### config.mk
export PLATFORM = sky130hd
export DESIGN_NAME = field_interp_select
export DESIGN_NICKNAME = d
export VERILOG_FILES = /design/src/rtl/fis_pkg.sv /design/src/rtl/fis_ctrl.sv /design/src/rtl/fis_datapath.sv /design/src/rtl/field_interp_select.sv
export SDC_FILE = /design/constraint.sdc
export NUM_CORES = 1
export LEC_CHECK = 0
export CAP_MARGIN = 20
export CORE_UTILIZATION = 55
export DETAILED_ROUTE_END_ITERATION = 8
export DONT_BUFFER_PORTS = 1
export PLACE_DENSITY = 0.7
export SYNTH_ARGS = -nofsm -noshare
export SYNTH_HDL_FRONTEND = slang
export SYNTH_HIERARCHICAL = 1
export SYNTH_SLANG_ARGS = --single-unit
### constraint.sdc
create_clock -name clk -period 4.5 [get_ports clk]
set_clock_uncertainty 0.05 [all_clocks]
set_input_delay 0.45 -clock clk [delete_from_list [all_inputs] [get_ports clk]]
set_output_delay 0.45 -clock clk [all_outputs]
set_load 0.01 [all_outputs]
### src/rtl/fis_pkg.sv
package fis_pkg;
  typedef enum logic [1:0] {
    LVL_LOW  = 2'b00,
    LVL_MED  = 2'b01,
    LVL_HIGH = 2'b10
  } motion_e;

  localparam logic [1:0] CODE_FALLBACK = 2'b11;

  typedef struct packed {
    logic accEn;
    logic accClr;
    logic frameLatch;
  } strobe_t;
endpackage

### src/rtl/fis_ctrl.sv
module fis_ctrl
  import fis_pkg::*;
#(
  parameter int LINE_W = 10
) (
  input  logic              clk,
  input  logic              rstN,
  input  logic              vSync,
  input  logic              hBlank,
  input  logic [LINE_W-1:0] lineTol,
  output strobe_t           stb,
  output logic              syncStable,
  output logic              measValid
);
  localparam logic [LINE_W-1:0] LINE_MAX = '1;
  localparam logic [1:0]        RUN_MAX  = 2'd3;

  logic              started;
  logic              phase;
  logic              havePrev;
  logic              hBlankQ;
  logic [LINE_W-1:0] lineCnt;
  logic [LINE_W-1:0] prevCnt;
  logic [LINE_W-1:0] countDiff;
  logic [1:0]        matchRun;
  logic              lineEnd;
  logic              withinTol;

  assign lineEnd   = hBlank & ~hBlankQ;
  assign countDiff = (lineCnt >= prevCnt) ? (lineCnt - prevCnt) : (prevCnt - lineCnt);
  assign withinTol = (countDiff <= lineTol);

  always_comb begin
    stb.accEn      = started & ~hBlank;
    stb.accClr     = vSync & ~phase;
    stb.frameLatch = vSync & ~phase & started;
  end

  always_ff @(posedge clk or negedge rstN) begin
    if (!rstN) begin
      started    <= 1'b0;
      phase      <= 1'b0;
      havePrev   <= 1'b0;
      hBlankQ    <= 1'b1;
      lineCnt    <= '0;
      prevCnt    <= '0;
      matchRun   <= '0;
      syncStable <= 1'b1;
      measValid  <= 1'b0;
    end else begin
      hBlankQ <= hBlank;
      if (vSync) begin
        lineCnt <= '0;
        phase   <= ~phase;
        started <= 1'b1;
        if (started) begin
          prevCnt  <= lineCnt;
          havePrev <= 1'b1;
          if (havePrev) begin
            if (!withinTol) begin
              syncStable <= 1'b0;
              matchRun   <= '0;
            end else begin
              if (matchRun != RUN_MAX) matchRun <= matchRun + 2'd1;
              if (matchRun >= 2'd1) syncStable <= 1'b1;
            end
          end
        end
      end else if (lineEnd && lineCnt != LINE_MAX) begin
        lineCnt <= lineCnt + 1'b1;
      end
      if (stb.frameLatch) measValid <= 1'b1;
    end
  end
endmodule

### src/rtl/fis_datapath.sv
module fis_datapath
  import fis_pkg::*;
#(
  parameter int LUMA_W   = 8,
  parameter int SUM_W    = 20,
  parameter bit SATURATE = 1'b1
) (
  input  logic              clk,
  input  logic              rstN,
  input  logic [LUMA_W-1:0] lumaA,
  input  logic [LUMA_W-1:0] lumaB,
  input  strobe_t           stb,
  input  logic [SUM_W-1:0]  thrLow,
  input  logic [SUM_W-1:0]  thrHigh,
  output motion_e           level
);
  localparam int PAD_W = SUM_W + 1 - LUMA_W;

  logic [LUMA_W-1:0] absDiff;
  logic [SUM_W:0]    sumWide;
  logic [SUM_W-1:0]  acc;
  logic [SUM_W-1:0]  accNext;
  motion_e           graded;

  assign absDiff = (lumaA >= lumaB) ? (lumaA - lumaB) : (lumaB - lumaA);
  assign sumWide = {1'b0, acc} + {{PAD_W{1'b0}}, absDiff};

  generate
    if (SATURATE) begin : g_sat
      assign accNext = sumWide[SUM_W] ? {SUM_W{1'b1}} : sumWide[SUM_W-1:0];
    end else begin : g_wrap
      assign accNext = sumWide[SUM_W-1:0];
    end
  endgenerate

  always_comb begin
    if (acc < thrLow)        graded = LVL_LOW;
    else if (acc >= thrHigh) graded = LVL_HIGH;
    else                     graded = LVL_MED;
  end

  always_ff @(posedge clk or negedge rstN) begin
    if (!rstN) begin
      acc   <= '0;
      level <= LVL_LOW;
    end else begin
      if (stb.frameLatch) level <= graded;
      if (stb.accClr)     acc <= '0;
      else if (stb.accEn) acc <= accNext;
    end
  end
endmodule

### src/rtl/field_interp_select.sv
module field_interp_select
  import fis_pkg::*;
#(
  parameter int LUMA_W = 8,
  parameter int SUM_W  = 20,
  parameter int LINE_W = 10
) (
  input  logic              clk,
  input  logic              rstN,
  input  logic [LUMA_W-1:0] lumaA,
  input  logic [LUMA_W-1:0] lumaB,
  input  logic              vSync,
  input  logic              hBlank,
  input  logic              forceFb,
  input  logic [SUM_W-1:0]  thrLow,
  input  logic [SUM_W-1:0]  thrHigh,
  input  logic [LINE_W-1:0] lineTol,
  input  logic [1:0]        mapLow,
  input  logic [1:0]        mapMed,
  input  logic [1:0]        mapHigh,
  output logic [1:0]        motionLevel,
  output logic [1:0]        modeCode,
  output logic              fallback
);
  strobe_t stb;
  logic    syncStable;
  logic    measValid;
  motion_e level;
  logic [1:0] mapped;

  fis_ctrl #(.LINE_W(LINE_W)) u_ctrl (
    .clk(clk), .rstN(rstN), .vSync(vSync), .hBlank(hBlank), .lineTol(lineTol),
    .stb(stb), .syncStable(syncStable), .measValid(measValid)
  );

  fis_datapath #(.LUMA_W(LUMA_W), .SUM_W(SUM_W), .SATURATE(1'b1)) u_dp (
    .clk(clk), .rstN(rstN), .lumaA(lumaA), .lumaB(lumaB), .stb(stb),
    .thrLow(thrLow), .thrHigh(thrHigh), .level(level)
  );

  always_comb begin
    case (level)
      LVL_MED:  mapped = mapMed;
      LVL_HIGH: mapped = mapHigh;
      default:  mapped = mapLow;
    endcase
  end

  assign motionLevel = level;
  assign fallback    = forceFb | ~syncStable | ~measValid;
  assign modeCode    = fallback ? CODE_FALLBACK : mapped;
endmodule

==> impl_metrics.csv, run 1 <==
group,metric,value,unit
timing,final.setup.tns,0,ns
finish,layout_filler_cell_count,884,
route,detail-route-antenna-nets,0,
critical_path,r2r_start,"u_ctrl/lineCnt[0]$_DFFE_PN0P_",
cts,tritoncts,"done",
placed_design,placement_setup_slack,0.0295,ns
timing,final.period_utilization,93.0,%
logic_synthesis,post_synth_instance_area,5590,µm²
route,viasPerCell,5.88,
finish,area_occupied_by_registers,1250,µm²
cts,cts_buffers,5,
power_and_ir_drop,pwr_density_cell,347,nW/µm²
finish,fraction_of_layout_instances_using_a_drive_strength_above_1,7.20,%
logic_synthesis,cell_count_after_synthesis,652,
logic_synthesis,synth_fp_nets,830,
critical_path,crit_path_end_kind,"flop",
finish,final_nets,830,
global_routing,globalRouteOverflowTotal,0,
timing,slew_violations,0,
timing,maxSlewHeadroom,55.1,%
critical_path,cpLargestDelayFamily,"compound AO/OA/AOI/OAI gates",
route,avgRoutedWirePerCell,15.3,µm
floorplanning,start_util,57.0,%
cts,clk_root_buffer_cell,"sky130_fd_sc_hd__clkbuf_8",
route,drt_iter0_drc,258,
cts,clk_transition_reported_paths,0.10,ns
cts,clockBufferDepth,2,
route,first_pass_iters,5,
critical_path,critical_path.max_fanout,6,
cts,clk_lat_worst_skew,0.30,ns
timing,final_hold_vio_count,0,
critical_path,worst-endpoint-required,4.68,ns
logic_synthesis,syn_avg_cell_area,8.58,µm²
critical_path,worstPathCellList,"inv_1 > ha_1 > inv_1 > fa_1 > a21o_1 > a2111oi_4 > o21bai_2 > a21oi_4 > mux2i_1 > xnor2_1 > ha_1 > nor2b_1 > o21a_1 > o21ai_1 > a2111o_1 > buf_4 > a311oi_2",
global_routing,grt_pass1_vias,4518,
worst_hold_path,min-delay-path-class,"input pin to flop",
critical_path,setup.worst_path.class,"input pin to flop",
power_and_ir_drop,total_power,2.03,mW
global_routing,gr-usage-all-layers,23.7,%
logic_synthesis,warnings_from_yosys,6,
global_routing,globalRouteMet1Util,30.3,%
finish,antenna_cells_inserted,0,
power_and_ir_drop,worst_ir_drop_vdd,0.275,mV
critical_path,first_element_of_the_critical_path,"lumaA[0]",
logic_synthesis,sequential_area_share_after_synthesis,22.4,%
timing,period_minus_slack,4.18,ns
flow_run,max_cap_viol_count,0,
global_routing,groute.layer.met3.usage,2.71,%
route,via_count,4622,
timing,timing.fmax,0.239,GHz
power_and_ir_drop,static-leakage-power,2.93,nW
global_routing,grt_pass1_wl,19900,µm
cts,post_cts.repair.setup_buffers,0,
timing,unrepaired_setup_endpoints_after_global_routing,"no",
global_routing,grt_most_used_layer,"met2",
logic_synthesis,ys_async_sr_fraction,100,%
finish,multi_input_comb_area,3860,µm²
power_and_ir_drop,power_frac_seq,31.4,%
critical_path,timing.critical_path.buf_inv,3,
floorplanning,die_width,103,µm
logic_synthesis,synth-seq-cells,50,
route,drc,0,
critical_path,cpPeakStageDelay,0.52,ns
floorplanning,rows,36,
logic_synthesis,synth_enable_flop_cells,0,
worst_hold_path,min-delay-start,"hBlank",
timing,pin_slew_with_the_least_headroom_to_its_limit,0.672,ns
route,finalWirelength,12000,µm
timing,final.setup.worst_slack,0.316,ns
floorplanning,core_region_area,9820,µm²
placed_design,place.detailed.hpwl,9690,µm
global_routing,grt_use_met2,42.1,%
power_and_ir_drop,p_int,1.18,mW
placed_design,routability_congestion_estimate_from_global_placement,0.901,
power_and_ir_drop,p_sw_share,42.0,%
timing,final_setup_violations,0,
critical_path,element_type_at_the_critical_path_start,"input pin",
global_routing,antenna_violations_before_repair,0,
cts,cts.sinks,50,
critical_path,timing.critical_path.slowest_stage_cell,"sky130_fd_sc_hd__a2111o_1",
run_status,outcome,"finished, final reports clean",
power_and_ir_drop,power.share.clock,15.9,%
logic_synthesis,synthDistinctLibCells,74,
power_and_ir_drop,share_comb_of_total_power,52.7,%
finish,syn2layout_area_growth,4.74,%
global_routing,grt_max_degree,51,
logic_synthesis,ys_dominant_reg_cell,"sky130_fd_sc_hd__dfrtp_1",
floorplanning,dieHeight,103,µm
floorplanning,die_ar,10600,µm²
cts,cts_max_level,2,
floorplanning,floorplan.io_pins,82,
placed_design,port_buffer_count,0,
critical_path,critical_path_arrival,4.36,ns
power_and_ir_drop,p_sw,0.853,mW
[cell type report]
cell class | count | area share, %
Tap cell | 133 | 2.84
Sequential cell | 50 | 21.4
Timing Repair Buffer | 7 | 1.28
Multi-Input combinational cell | 483 | 65.8
Clock buffer | 6 | 1.24
Clock inverter | 2 | 0.662
Inverter | 105 | 6.73
[power groups by stage]
stage	combinational [mW]	sequential [mW]	clock (mW)
floorplan	0.854	0.604	0
global placement	1.01	0.642	0
detailed placement	1.06	0.645	0
CTS	1.07	0.637	0.332
global route	1.21	0.649	0.348
finish	1.07	0.639	0.323
[kinds of logic after synthesis]
family	synth area share [%]
AO/OA/AOI/OAI	22.5
AND/OR/NAND/NOR	15.5
buffers and inverters	8.61
adder cells (fa/ha/maj)	23.3
flip-flops	22.4
XOR/XNOR	4.38
multiplexers	3.38
[worst paths after layout]
check | end | slack [ns] | depth (start not counted)
worst max-delay path | u_dp/acc[1]$_DFFE_PN0P_ | 0.32 | 17
worst min-delay path | u_ctrl/hBlankQ$_DFF_PN1_ | 0.10 | 0
worst max register to register | u_ctrl/matchRun[0]$_DFFE_PN0P_ | 0.40 | 16
worst min register to register | u_ctrl/measValid$_DFFE_PN0P_ | 0.42 | 1
max in group asynchronous | u_ctrl/hBlankQ$_DFF_PN1_ | 3.46 | 2
min in group asynchronous | u_ctrl/prevCnt[5]$_DFFE_PN0P_ | 0.66 | 2
[cell usage in the layout (no fill, tap or decap), types with 3 or more instances in the layout]
cell type,netlist,final
sky130_fd_sc_hd__a21oi_1,38,38
sky130_fd_sc_hd__inv_1,104,104
sky130_fd_sc_hd__nor3_1,10,10
sky130_fd_sc_hd__buf_4,1,5
sky130_fd_sc_hd__dfrtp_1,48,48
sky130_fd_sc_hd__and2_1,3,3
sky130_fd_sc_hd__ha_1,96,96
sky130_fd_sc_hd__o211ai_1,3,3
sky130_fd_sc_hd__and4_1,6,6
sky130_fd_sc_hd__a21o_1,23,23
sky130_fd_sc_hd__mux2i_1,14,14
sky130_fd_sc_hd__nand2_1,37,37
sky130_fd_sc_hd__nor2b_1,13,13
sky130_fd_sc_hd__o21ai_0,30,30
sky130_fd_sc_hd__fa_1,5,5
sky130_fd_sc_hd__nand2b_1,8,8
sky130_fd_sc_hd__a31oi_1,12,12
sky130_fd_sc_hd__o21a_1,7,7
sky130_fd_sc_hd__clkbuf_8,0,5
sky130_fd_sc_hd__o2111ai_1,5,5
sky130_fd_sc_hd__xor2_1,11,11
sky130_fd_sc_hd__a211oi_1,7,7
sky130_fd_sc_hd__and3_1,7,7
sky130_fd_sc_hd__o21ai_1,3,3
sky130_fd_sc_hd__a311oi_2,6,6
sky130_fd_sc_hd__xnor2_1,17,17
sky130_fd_sc_hd__nand3_1,6,6
sky130_fd_sc_hd__nand4_1,13,13
sky130_fd_sc_hd__nor2_1,45,45
sky130_fd_sc_hd__o21bai_1,5,5
[flip-flops by register name, indices dropped and copies added, names as in the netlist, 2 cells and up]
signal and cells:
u_ctrl/lineCnt 10, u_ctrl/matchRun 2, u_ctrl/prevCnt 10, u_dp/acc 20, u_dp/level 2
[per-stage QoR]
step	std cells	utilization, %	cell area [µm²]	hold WS (ns)
floorplan	652	-	5590	0.104
global placement	776	58.1	5710	0.105
detailed placement	776	58.1	5710	0.105
CTS	786	59.7	5860	0.0871
global route	786	59.7	5860	0.0791
finish	786	59.7	5860	0.100
[Yosys cell counts (3+ instances only)]
master,n,area [µm²]
sky130_fd_sc_hd__inv_1,104,390
sky130_fd_sc_hd__ha_1,96,1200
sky130_fd_sc_hd__dfrtp_1,48,1200
sky130_fd_sc_hd__nor2_1,45,169
sky130_fd_sc_hd__a21oi_1,38,190
sky130_fd_sc_hd__nand2_1,37,139
sky130_fd_sc_hd__o21ai_0,30,150
sky130_fd_sc_hd__a21o_1,23,173
sky130_fd_sc_hd__xnor2_1,17,149
sky130_fd_sc_hd__mux2i_1,14,140
sky130_fd_sc_hd__nand4_1,13,81.3
sky130_fd_sc_hd__nor2b_1,13,81.3
sky130_fd_sc_hd__a31oi_1,12,75.1
sky130_fd_sc_hd__xor2_1,11,96.3
sky130_fd_sc_hd__nor3_1,10,50.1
sky130_fd_sc_hd__clkbuf_1,8,30.0
sky130_fd_sc_hd__nand2b_1,8,50.1
sky130_fd_sc_hd__a211oi_1,7,52.6
sky130_fd_sc_hd__and3_1,7,43.8
sky130_fd_sc_hd__o21a_1,7,52.6
sky130_fd_sc_hd__a311oi_2,6,90.1
sky130_fd_sc_hd__and4_1,6,52.6
sky130_fd_sc_hd__nand3_1,6,30.0
sky130_fd_sc_hd__fa_1,5,100
sky130_fd_sc_hd__o2111ai_1,5,43.8
sky130_fd_sc_hd__o21bai_1,5,37.5
sky130_fd_sc_hd__buf_6,4,45.0
sky130_fd_sc_hd__and2_1,3,18.8
sky130_fd_sc_hd__o211ai_1,3,22.5
sky130_fd_sc_hd__o21ai_1,3,15.0
[metal layers]
metal	vias up	routed length (µm)	part of all wire (%)
met5	-	0	0
met2	139	5880	49
met3	15	563	4.7
met4	0	150	1.2
met1	2171	5430	45
li1	2297	-	-
[what timing repair did]
item	in CTS	in global routing
hold endpoints to repair	50	0
gates resized for setup	0	0
hold buffers	2	0
Power figures use the tool's default switching activity.
==> run 2, diff against run 1 <==
--- a/config.mk
+++ b/config.mk
@@ -9,7 +9,7 @@
 export CORE_UTILIZATION = 55
 export DETAILED_ROUTE_END_ITERATION = 8
 export DONT_BUFFER_PORTS = 1
-export PLACE_DENSITY = 0.7
+export PLACE_DENSITY = 0.73
 export SYNTH_ARGS = -nofsm -noshare
 export SYNTH_HDL_FRONTEND = slang
 export SYNTH_HIERARCHICAL = 1
==> constraint.sdc (replaced) <==
create_clock -name clk -period 3.3 [get_ports clk]
set_clock_uncertainty 0.05 [all_clocks]
set_input_delay 0.33 -clock clk [delete_from_list [all_inputs] [get_ports clk]]
set_output_delay 0.33 -clock clk [all_outputs]
set_load 0.01 [all_outputs]
==> run 2 against run 1 <==
  * Sequential share of layout area decreased by 2.5 points
  * Die area unchanged
  * Wire length increased by 15%
  * Critical path type unchanged
  * Critical path depth unchanged
  * Non-clock buffer count increased by 78
  * Design area increased by 13%
  * The flow now finishes with violations (setup timing)
  * First-iteration DRC count decreased by 15%
  * Register-to-register slack got worse by 0.68 ns
  * Critical endpoint is now u_dp/acc[13]$_DFFE_PN0P_
  * Setup slack got worse by 0.63 ns
  * Global-route usage increased by 3.4 points
  * Total power increased by 53%
  * Worst hold slack got worse by 0.066 ns
==> impl_metrics.csv, run 2 (synthesis results as in run 1) <==
group,metric,value,unit
power_and_ir_drop,static-leakage-power,3.32,nW
critical_path,element_type_at_the_critical_path_start,"input pin",
route,drc,0,
floorplanning,start_util,57.0,%
timing,slew_violations,0,
floorplanning,rows,36,
timing,unrepaired_setup_endpoints_after_global_routing,"yes",
route,avgRoutedWirePerCell,16.0,µm
floorplanning,dieHeight,103,µm
floorplanning,die_ar,10600,µm²
route,drt_iter0_drc,220,
critical_path,critical_path_arrival,3.70,ns
global_routing,grt_pass1_wl,22400,µm
critical_path,critical_path.most_common_cell,"sky130_fd_sc_hd__xnor2_1",
critical_path,timing.critical_path.slowest_stage_cell,"sky130_fd_sc_hd__or3_4",
finish,final_cell_mix,"sky130_fd_sc_hd__inv_1, sky130_fd_sc_hd__ha_1, sky130_fd_sc_hd__buf_4",
finish,leading_cell_type_in_the_layout_fill_and_taps_excluded,"sky130_fd_sc_hd__inv_1",
global_routing,grt_pass1_vias,4952,
critical_path,cpLargestDelayFamily,"compound AO/OA/AOI/OAI gates",
timing,final.setup.worst_slack,-0.309,ns
finish,reg_top3,"u_dp/acc: 20 flops, u_ctrl/lineCnt: 10 flops, u_ctrl/prevCnt: 10 flops",
critical_path,timing.critical_path.buf_inv,2,
finish,fraction_of_layout_instances_using_a_drive_strength_above_1,21.3,%
floorplanning,core_region_area,9820,µm²
cts,cts_max_level,2,
finish,top_register,"u_dp/acc",
placed_design,placement_setup_slack,-0.595,ns
placed_design,place.detailed.hpwl,11000,µm
finish,largest_reg_flops,20,
placed_design,placed_cell_area,6250,µm²
cts,tritoncts,"done",
placed_design,port_buffer_count,0,
timing,period_minus_slack,3.61,ns
timing,finalHoldWorstSlack,0.0340,ns
cts,clk_root_buffer_cell,"sky130_fd_sc_hd__clkbuf_8",
cts,cts_buffers,5,
global_routing,globalRouteOverflowTotal,0,
critical_path,cpPeakStageDelay,0.38,ns
timing,final_hold_vio_count,0,
cts,clk_transition_reported_paths,0.10,ns
floorplanning,die_width,103,µm
finish,syn2layout_area_growth,18.7,%
worst_hold_path,min-delay-path-class,"input pin to flop",
flow_run,max_cap_viol_count,0,
cts,clk_lat_worst_skew,0.30,ns
timing,final_setup_violations,23,
finish,final_nets,908,
critical_path,worstPathCellList,"clkinv_16 > ha_4 > inv_4 > fa_2 > a21o_1 > a2111oi_4 > o21bai_2 > a21oi_4 > mux2i_1 > xnor2_1 > ha_2 > or3_4 > a31o_4 > nand4_1 > nor3_1 > xnor2_1 > a21oi_1",
finish,antenna_cells_inserted,0,
global_routing,antenna_violations_before_repair,0,
placed_design,routability_congestion_estimate_from_global_placement,0.897,
route,finalWirelength,13800,µm
timing,pin_slew_with_the_least_headroom_to_its_limit,1.05,ns
global_routing,grt_max_degree,51,
cts,clockBufferDepth,2,
critical_path,setup.worst_path.class,"input pin to flop",
power_and_ir_drop,pwr_density_cell,469,nW/µm²
cts,cts.sinks,50,
finish,finalInstanceArea,6640,µm²
timing,maxSlewHeadroom,29.5,%
global_routing,gr-usage-all-layers,27.1,%
power_and_ir_drop,total_power,3.11,mW
run_status,outcome,"finished, violations left",
route,detail-route-antenna-nets,0,
critical_path,crit_path_end_kind,"flop",
route,viasPerCell,5.72,
timing,timing.fmax,0.277,GHz
power_and_ir_drop,worst_ir_drop_vdd,0.558,mV
route,first_pass_iters,4,
critical_path,critical_path.max_fanout,5,
timing,final.period_utilization,109,%
floorplanning,floorplan.io_pins,82,
critical_path,worst-endpoint-required,3.39,ns
run_status,failed_checks,"setup timing",
route,via_count,4940,
-- run 2: cell types whose count changed in the layout (fill, tap and decap cells not counted), moves of 3 or more --
cell and delta:
sky130_fd_sc_hd__buf_4 +73, sky130_fd_sc_hd__buf_6 +4, sky130_fd_sc_hd__fa_1 -3, sky130_fd_sc_hd__fa_2 +3
sky130_fd_sc_hd__ha_1 -5, sky130_fd_sc_hd__ha_2 +3, sky130_fd_sc_hd__inv_1 -4
-- run 2: timing repair --
item                                    4_1_cts  5_1_grt
buffers inserted                              4       10
pin swaps                                    11       12
endpoints found under the setup margin       23       23
hold endpoints to repair                     51        0
gates resized for setup                      13       18
hold buffers                                  3        0
-- run 2: power by group --
group          internal, mW  switching (mW)
sequential            0.717           0.168
clock                 0.150           0.211
combinational         0.913           0.954
total                  1.78            1.33
-- run 2: area by class of cell --
type | count | area, µm²
clock buffers | 6 | 72.6
clock inverters | 2 | 13.8
fillers | 826 | 3180
inverters | 105 | 423
multi-input cells | 483 | 4030
flip-flops and latches | 50 | 1250
well taps | 133 | 166
repair buffers | 85 | 678
-- run 2: worst paths after layout --
path / start / end / slack [ns] / cells past startpoint
worst max-delay path: lumaA[0] / u_dp/acc[13]$_DFFE_PN0P_ / -0.31 / 17
worst min-delay path: vSync / u_ctrl/lineCnt[0]$_DFFE_PN0P_ / 0.03 / 1
worst max register to register: u_ctrl/lineCnt[0]$_DFFE_PN0P_ / u_ctrl/matchRun[0]$_DFFE_PN0P_ / -0.28 / 17
worst min register to register: u_ctrl/measValid$_DFFE_PN0P_ / u_ctrl/measValid$_DFFE_PN0P_ / 0.42 / 1
max in group asynchronous: rstN / u_ctrl/hBlankQ$_DFF_PN1_ / 2.42 / 2
min in group asynchronous: rstN / u_ctrl/prevCnt[2]$_DFFE_PN0P_ / 0.50 / 2
-- run 2: stage by stage --
stage	setup TNS, ns	utilization (%)	instances
2_1_floorplan	-6.76	-	652
3_3_place_gp	-9.15	63.7	839
3_5_place_dp	-11.16	63.7	839
4_1_cts	-4.80	65.9	854
5_1_grt	-9.39	67.6	864
6_report	-5.95	67.6	864
-- run 2: metal layers --
metal / vias up / wire, µm / track usage (%)
li1: 2452 / - / -
met1: 2360 / 5840 / 31.3
met2: 98 / 7230 / 51.0
met3: 30 / 351 / 2.98
met4: 0 / 417 / 10.3
met5: - / 0 / 0
